==> config.mk <==
export PLATFORM = sky130hd
export DESIGN_NAME = coupled_regfile
export DESIGN_NICKNAME = d
export VERILOG_FILES = /design/src/rtl/coupled_regfile.sv
export SDC_FILE = /design/constraint.sdc
export NUM_CORES = 2
export LEC_CHECK = 0
export BUFFER_PORTS_ARGS = -buffer_cell sky130_fd_sc_hd__buf_2
export CAP_MARGIN = 5
export CORE_ASPECT_RATIO = 0.5
export CORE_MARGIN = 2
export CORE_UTILIZATION = 63
export CTS_BUF_LIST = sky130_fd_sc_hd__clkbuf_8
export CTS_CLUSTER_SIZE = 30
export DETAILED_ROUTE_END_ITERATION = 10
export PLACE_DENSITY_LB_ADDON = 0.1
export REMOVE_ABC_BUFFERS = 1
export SYNTH_ARGS = -nofsm -noshare
export SYNTH_HDL_FRONTEND = slang
export SYNTH_SLANG_ARGS = --single-unit
==> constraint.sdc <==
create_clock -name clk -period 7.3 [get_ports clk]
set_clock_uncertainty 0.1 [all_clocks]
set_input_delay 0.365 -clock clk [delete_from_list [all_inputs] [get_ports clk]]
set_output_delay 0.365 -clock clk [all_outputs]
set_load 0.03 [all_outputs]
==> src/rtl/coupled_regfile.sv <==
module coupled_regfile #(
  parameter int XW = 60,
  parameter int AW = 18,
  parameter int NR = 8,
  parameter int RP = 3,
  parameter int QD = 4,
  parameter int LD_LO = 1,
  parameter int LD_HI = 5,
  parameter int ST_LO = 6,
  localparam int IW = $clog2(NR),
  localparam int QW = (QD > 1) ? $clog2(QD) : 1,
  localparam int CW = $clog2(QD + 1)
) (
  input  logic                   clk,
  input  logic                   rst_n,
  input  logic [RP-1:0][1:0]     rd_kind,
  input  logic [RP-1:0][IW-1:0]  rd_idx,
  output logic [RP-1:0][XW-1:0]  rd_data,
  output logic                   rd_stall,
  input  logic                   a_we,
  input  logic [IW-1:0]          a_idx,
  input  logic [AW-1:0]          a_data,
  input  logic                   b_we,
  input  logic [IW-1:0]          b_idx,
  input  logic [AW-1:0]          b_data,
  input  logic                   x_we,
  input  logic [IW-1:0]          x_idx,
  input  logic [XW-1:0]          x_data,
  input  logic                   cfg_we,
  input  logic [AW-1:0]          cfg_base,
  input  logic [AW-1:0]          cfg_limit,
  output logic                   mem_valid,
  input  logic                   mem_ready,
  output logic                   mem_write,
  output logic [AW-1:0]          mem_addr,
  output logic [XW-1:0]          mem_wdata,
  output logic [IW-1:0]          mem_tag,
  input  logic                   rsp_valid,
  input  logic [IW-1:0]          rsp_tag,
  input  logic [XW-1:0]          rsp_data,
  output logic                   range_err,
  output logic                   req_full
);
  localparam logic [IW-1:0] LLO = IW'(LD_LO);
  localparam logic [IW-1:0] LHI = IW'(LD_HI);
  localparam logic [IW-1:0] SLO = IW'(ST_LO);

  logic [XW-1:0] xr [NR];
  logic [AW-1:0] ar [NR];
  logic [AW-1:0] br [NR];
  logic [AW-1:0] base_q, limit_q;
  logic [NR-1:0] pend;

  logic [AW-1:0] q_addr [QD];
  logic [XW-1:0] q_data [QD];
  logic [IW-1:0] q_tag  [QD];
  logic          q_wr   [QD];
  logic [QW-1:0] wp, rp;
  logic [CW-1:0] cnt;

  wire a_load  = a_we && a_idx >= LLO && a_idx <= LHI;
  wire a_store = a_we && a_idx >= SLO;
  wire in_rng  = a_data < limit_q;
  wire full    = cnt == CW'(QD);
  wire push    = (a_load || a_store) && in_rng && !full;
  wire pop     = mem_valid && mem_ready;

  assign req_full  = full;
  assign mem_valid = cnt != '0;
  assign mem_addr  = q_addr[rp];
  assign mem_wdata = q_data[rp];
  assign mem_tag   = q_tag[rp];
  assign mem_write = q_wr[rp];

  for (genvar p = 0; p < RP; p++) begin : g_rd
    always_comb begin
      case (rd_kind[p])
        2'd0:    rd_data[p] = xr[rd_idx[p]];
        2'd1:    rd_data[p] = XW'(ar[rd_idx[p]]);
        2'd2:    rd_data[p] = (rd_idx[p] == '0) ? '0 : XW'(br[rd_idx[p]]);
        default: rd_data[p] = '0;
      endcase
    end
  end

  always_comb begin
    rd_stall = 1'b0;
    for (int p = 0; p < RP; p++)
      if (rd_kind[p] == 2'd0 && pend[rd_idx[p]]) rd_stall = 1'b1;
  end

  always_ff @(posedge clk or negedge rst_n) begin
    if (!rst_n) begin
      for (int i = 0; i < NR; i++) begin
        xr[i] <= '0;
        ar[i] <= '0;
        br[i] <= '0;
      end
      base_q    <= '0;
      limit_q   <= '0;
      pend      <= '0;
      range_err <= 1'b0;
    end else begin
      if (cfg_we) begin
        base_q  <= cfg_base;
        limit_q <= cfg_limit;
      end
      if (a_we) ar[a_idx] <= a_data;
      if (b_we && b_idx != '0) br[b_idx] <= b_data;
      if (rsp_valid) xr[rsp_tag] <= rsp_data;
      if (x_we) xr[x_idx] <= x_data;
      range_err <= (a_load || a_store) && !in_rng;
      for (int i = 0; i < NR; i++) begin
        if (rsp_valid && rsp_tag == IW'(i)) pend[i] <= 1'b0;
        if (push && a_load && a_idx == IW'(i)) pend[i] <= 1'b1;
      end
    end
  end

  always_ff @(posedge clk or negedge rst_n) begin
    if (!rst_n) begin
      wp  <= '0;
      rp  <= '0;
      cnt <= '0;
    end else begin
      if (push) wp <= (wp == QW'(QD - 1)) ? '0 : wp + 1'b1;
      if (pop)  rp <= (rp == QW'(QD - 1)) ? '0 : rp + 1'b1;
      cnt <= cnt + CW'(push) - CW'(pop);
    end
  end

  always_ff @(posedge clk) begin
    if (push) begin
      q_addr[wp] <= a_data + base_q;
      q_data[wp] <= a_store ? xr[a_idx] : '0;
      q_tag[wp]  <= a_idx;
      q_wr[wp]   <= a_store;
    end
  end

  p_b0_hold_r2: assert property (@(posedge clk) disable iff (!rst_n)
    b_we && b_idx == '0 |=> br[0] == '0);

  p_load_pend_r3: assert property (@(posedge clk) disable iff (!rst_n)
    push && a_load |=> pend[$past(a_idx)] && mem_valid);

  p_rsp_clear_r4: assert property (@(posedge clk) disable iff (!rst_n)
    rsp_valid && !(push && a_load && a_idx == rsp_tag) |=> !pend[$past(rsp_tag)]);

  p_oob_quiet_r8: assert property (@(posedge clk) disable iff (!rst_n)
    (a_load || a_store) && !in_rng && !pop |=> cnt == $past(cnt) && range_err);

  p_hold_req_r9: assert property (@(posedge clk) disable iff (!rst_n)
    mem_valid && !mem_ready |=> mem_valid && $stable(mem_addr) && $stable(mem_write)
                                && $stable(mem_wdata) && $stable(mem_tag));

  p_no_overflow_r11: assert property (@(posedge clk) disable iff (!rst_n)
    cnt <= CW'(QD));
endmodule

---- Word-level counts from Yosys, hierarchy flattened ----
Memory sizes are Yosys's and may differ from the RTL's.
Cells that the tools add are included.
word-level totals
  register bits after elaboration ......... 820
  memory bits (writable) .................. 328
  output and inout bits ................... 266
  logic and storage cells ................. 228
  memories ................................ 4
cells by class
  add/sub/neg operators ................... 5
  $lt $le $gt $ge ......................... 18
  equal/unequal tests ..................... 23
  muxes and demuxes ....................... 80
  bitwise gates (word level) .............. 7
  reduce and logical (&&, ||, !) cells .... 53
memory list
  memory  words  width  read ports  clocked after memory_dff  write ports  line  text
  q_data  4      60     1           0                         1            55    logic [XW-1:0] q_data [QD];
  q_addr  4      18     1           0                         1            54    logic [AW-1:0] q_addr [QD];
  q_tag   4      3      1           0                         1            56    logic [IW-1:0] q_tag [QD];
  q_wr    4      1      1           0                         1            57    logic q_wr [QD];
operators with widths
  cell                  count
  $bwmux W480           2
  $mux W480             2
  $bmux W60 S3          4
  $mux W60              11
  $pmux W60 S3          3
  $demux W60 S3         2
  $bmux W18 S3          6
  $mux W18              17
  $bwmux W144           2
  $demux W18 S3         2
  $logic_and A1 B1 Y1   32
  $ge A4 B4 Y1 const B  7
  $not A3 Y4            7
  $eq A3 B3 Y1 const B  9
  $mux W1               24
  $add A18 B18 Y18      1
  $lt A18 B18 Y1        1
  $lt A4 B1 Y1 const B  4
  $reduce_bool A2 Y1    8
  $logic_not A3 Y1      5
  $eq A3 B2 Y1 const B  4
  $lt A3 B4 Y1 const B  3
  $eq A2 B2 Y1 const B  5
  $bmux W1 S3           3
  other kinds (13)      22

---- Depth between registers and ports, before layout ----
  depth in word-level cells ............... 9
  mapped depth ............................ 13

---- Worst setup path before layout ----
OpenSTA, ideal clock, no wires.
  path kind ............................... input to register
  start point ............................. in a_data[9]
  end point ............................... mem q_addr[0][0] (enable)
  arrival ................................. 5.052 ns
  path slack .............................. 1.625 ns
  stages .................................. 7
  path buffers ............................ 1
  cells stage by stage .................... ha_1 -> a21oi_1 -> o21ai_0 -> o41ai_2 -> nand4_1 -> buf_2 -> nor2_1
between the ends
  word-level cells in the longest chain between the ends .. 5
ends and longest elaborated chain
  item                              line  text
  start, declared                   22    input logic [AW-1:0] a_data,
  $lt A18 B18 Y1                    63    wire in_rng = a_data < limit_q;
  $logic_and A1 B1 Y1 (2 in a row)  65    wire push = (a_load || a_store) && in_rng && !full;
  $mux W1                           133   if (push) begin
  $mux W1 (not written as such)     134   q_addr[wp] <= a_data + base_q;
  end, declared                     54
Every way passes these cells.

---- Final worst setup path ----
  start point ............................. reg rp[0]
  end point ............................... out mem_wdata[28]
between the ends
  word-level cells in the longest chain between the ends .. 1
ends and longest elaborated chain
  item                    line  text
  start, declared         58    logic [QW-1:0] wp, rp;
  start signal, assigned  127   if (pop) rp <= (rp == QW'(QD - 1)) ? '0 : rp + 1'b1;
  $mem_v2 Z4 W60          -
  end, declared           36    output logic [XW-1:0] mem_wdata,
Every way passes these cells.

==> flow_metrics.tcl <==
set metrics [dict create \
    critPathMaxFanout 48 \
    setup_violations 0 \
    r2r_slack_ns 3.48 \
    yosys_warnings 0 \
    core_mm2 0.1050 \
    cap_violations 0 \
    required_ns 6.84 \
    synth_edf_count 328 \
    drt_iter0_markers 6569 \
    htreeDepth 4 \
    drt_pre_antenna_iters 6 \
    rsz0062_at_grt "false" \
    dp_hpwl_um 127700 \
    setup.worst_path.start_class "flop" \
    grt_usage_pct 39.75 \
    via_per_inst 6.920 \
    r2r_cells 9 \
    cts_root_buffer "clkbuf_8" \
    vdd_ir_drop_max_v 0.0002218 \
    crit_start "rp[0]" \
    die_y_um 234.0 \
    route.detailed.drc 0 \
    crit_type "flop to primary output" \
    num-fill-cells 7182 \
    synthAdderAreaFrac_pct 0.8300 \
    clk_pin_slew_ns 0.07 \
    ys_seq_elements 1130 \
    ys_async_sr_fraction_pct 70.97 \
    fin_crit_ns 4.257 \
    cp_data_arrival_time_ns 3.79 \
    status "complete, no violations" \
    finalCritPeriodShare_pct 58.31 \
    grt_overflow 0 \
    synth_mux_area_share_pct 38.08 \
    fin_util_pct 71.63 \
    synth-simple-area-share_pct 5.356 \
    place_ws_ns 3.364 \
    detailed_place.area_mm2 0.06931 \
    ys_seq_area_share_pct 44.91 \
    p_leak_nw 31.31 \
    yosysMostFrequentCell "dfrtp_1" \
    cts.sinks 1130 \
    multi_input_area_mm2 0.03402 \
    syn_area_mm2 0.06663 \
    grt_pass1_vias 50244 \
    syn2layout_area_growth_pct 12.88 \
    ys_types 54 \
    boundaryPins 493 \
    cts_tree "yes" \
    wl_per_cell_um 29.89 \
    hold_end "limit_q[9]" \
    hp-start "cfg_we" \
    post_cts_resized 0 \
    worstReg2RegStart "limit_q[13]" \
    fin_area_mm2 0.07521 \
    antenna_found_initial 11 \
    wirelength_um 216000 \
    ant_nets 0 \
    port_buffers 492 \
    synth.largest_area_cell "dfrtp_1" \
    synth_area_per_cell_um2 12.83 \
    grt_pass1_wl_um 318700 \
    start_util_pct 63.46 \
    nNetsFinal 5929 \
    cp-end-kind "primary output" \
    dieArea_mm2 0.1085 \
    drv_slew 0 \
    slew_headroom_pct 8.869 \
    die_w_um 463.9 \
    finalSetupTns_ns 0 \
    p_per_area_mw_per_mm2 280.4 \
    synth_cells 5194 \
    finalHoldViolCount 0 \
    hold_depth 3 \
    setup_ws_ns 3.043 \
    synth.top_cell.area_share_pct 30.12 \
    worst_slew_pin_slew_ns 1.367 \
    synth_commonest_cells "802 x dfrtp_1, 766 x mux2i_1, 612 x mux4_2" \
    rows 84 \
    clkLatencyLatePin_ns 0.91 \
    place.gp.congestion 0.9180 \
    max_freq_mhz 234.9 \
    synth_compound_area_share_pct 6.342 \
    final-seq-area_mm2 0.02993 \
    synthTopCellsByArea "dfrtp_1 30%, mux4_2 21%, edfxtp_1 15%, mux2i_1 12%, mux2_2 5.9%" \
    worstReg2RegEnd "q_data[0][59]" \
    synth_xor_area_share_pct 0.2498 \
    num_vias 49996 \
    numCtsBuffers 163 \
    hold_class "primary input to flop" \
    drive_gt1_share_pct 31.16 \
    grt_max_degree 155 \
    clock_path_buffers 3 \
    synth_ff_type "dfrtp_1" \
    synth_top_family_by_area "multiplexers" \
]
[layout by cell type, fill, tap and decap left out, types with 7 or more instances in the layout]
cell type,count
clkinv_1,18
a211oi_1,10
nand2_1,333
nor2_1,489
buf_4,87
nand2b_1,14
a22oi_1,50
inv_1,101
dfrtp_1,800
o22ai_1,53
clkinv_2,24
a21oi_1,323
clkbuf_8,189
buf_2,481
buf_12,12
diode_2,10
ha_1,41
edfxtp_1,328
mux2_2,347
mux2i_1,766
o21ai_1,13
mux4_2,612
dlygate4sd3_1,266
clkinvlp_4,7
nand4b_1,9
xnor2_1,13
o21ai_0,309
[worst max-delay path, stage by stage, from the launching register on]
cell,delay (ns)
dfrtp_4,0.97
buf_4,0.87
mux4_2,0.72
buf_2,0.22
[cells by family (layout without fill, tap and decap cells)]
group	Yosys count	in the layout
compound gates	782	782
xor+xnor	19	19
fa+ha+maj	43	43
buf+inv	599	1201
flops	1130	1130
mux	1726	1726
other cells	0	10
simple gates	895	895
[registers in the layout, indices dropped and copies added (netlist names)]
signal and count:
q_data 240, ar 144, br 126, pend 8, range_err 1, q_tag 12
limit_q 18, q_wr 4, base_q 18, rp 2, cnt 3, xr 480
q_addr 72, wp 2
[through the flow]
stage | cells | total power [mW] | hold WS (ns)
after floorplan | 4637 | 13.30 | -0.03059
after global placement | 6646 | 15.44 | 0.2648
after detailed placement | 6646 | 15.71 | 0.2747
after CTS | 7215 | 20.95 | 0.003514
after global routing | 7221 | 21.88 | 0.1055
final | 7225 | 21.09 | 0.06144
[final cells by class]
class                   count  share of cell area (%)
diodes                     10                 0.03327
flip-flops and latches   1130                   39.79
clock buffers             186                   3.404
repair buffers            857                   8.145
well taps                1419                   2.361
multi-input cells        3465                   45.23
clock inverters           116                  0.8202
inverters                  42                  0.2096
[worst max path at each step]
stage	slack, ns	end	depth (start not counted)
floorplan	-0.59	xr[300]	4
global placement	3.41	q_data[0][35]	9
CTS	2.91	mem_wdata[28]	3
finish	3.04	mem_wdata[28]	3
detailed placement	3.36	q_data[2][58]	9
global route	2.78	mem_wdata[28]	3
[power by group]
group / switching, mW / internal [mW]
clock network: 2.67 / 2.48
registers: 1.18 / 7.76
logic: 3.74 / 3.26
total: 7.59 / 13.5
[routing by layer]
| metal | vias up | wire length, um | track usage [%] |
|---|---|---|---|
| met5 | - | 68 | 0 |
| met4 | 10 | 10720 | 19.79 |
| met3 | 670 | 24260 | 9.940 |
| met2 | 3359 | 98790 | 60.95 |
| met1 | 25402 | 82120 | 53.75 |
| li1 | 20555 | - | - |
[what timing repair did]
item	CTS	global route
endpoints found under the hold margin	973	0
hold buffers	267	0
buffers inserted	0	0
No activity file was read; power rests on OpenSTA's default activity.
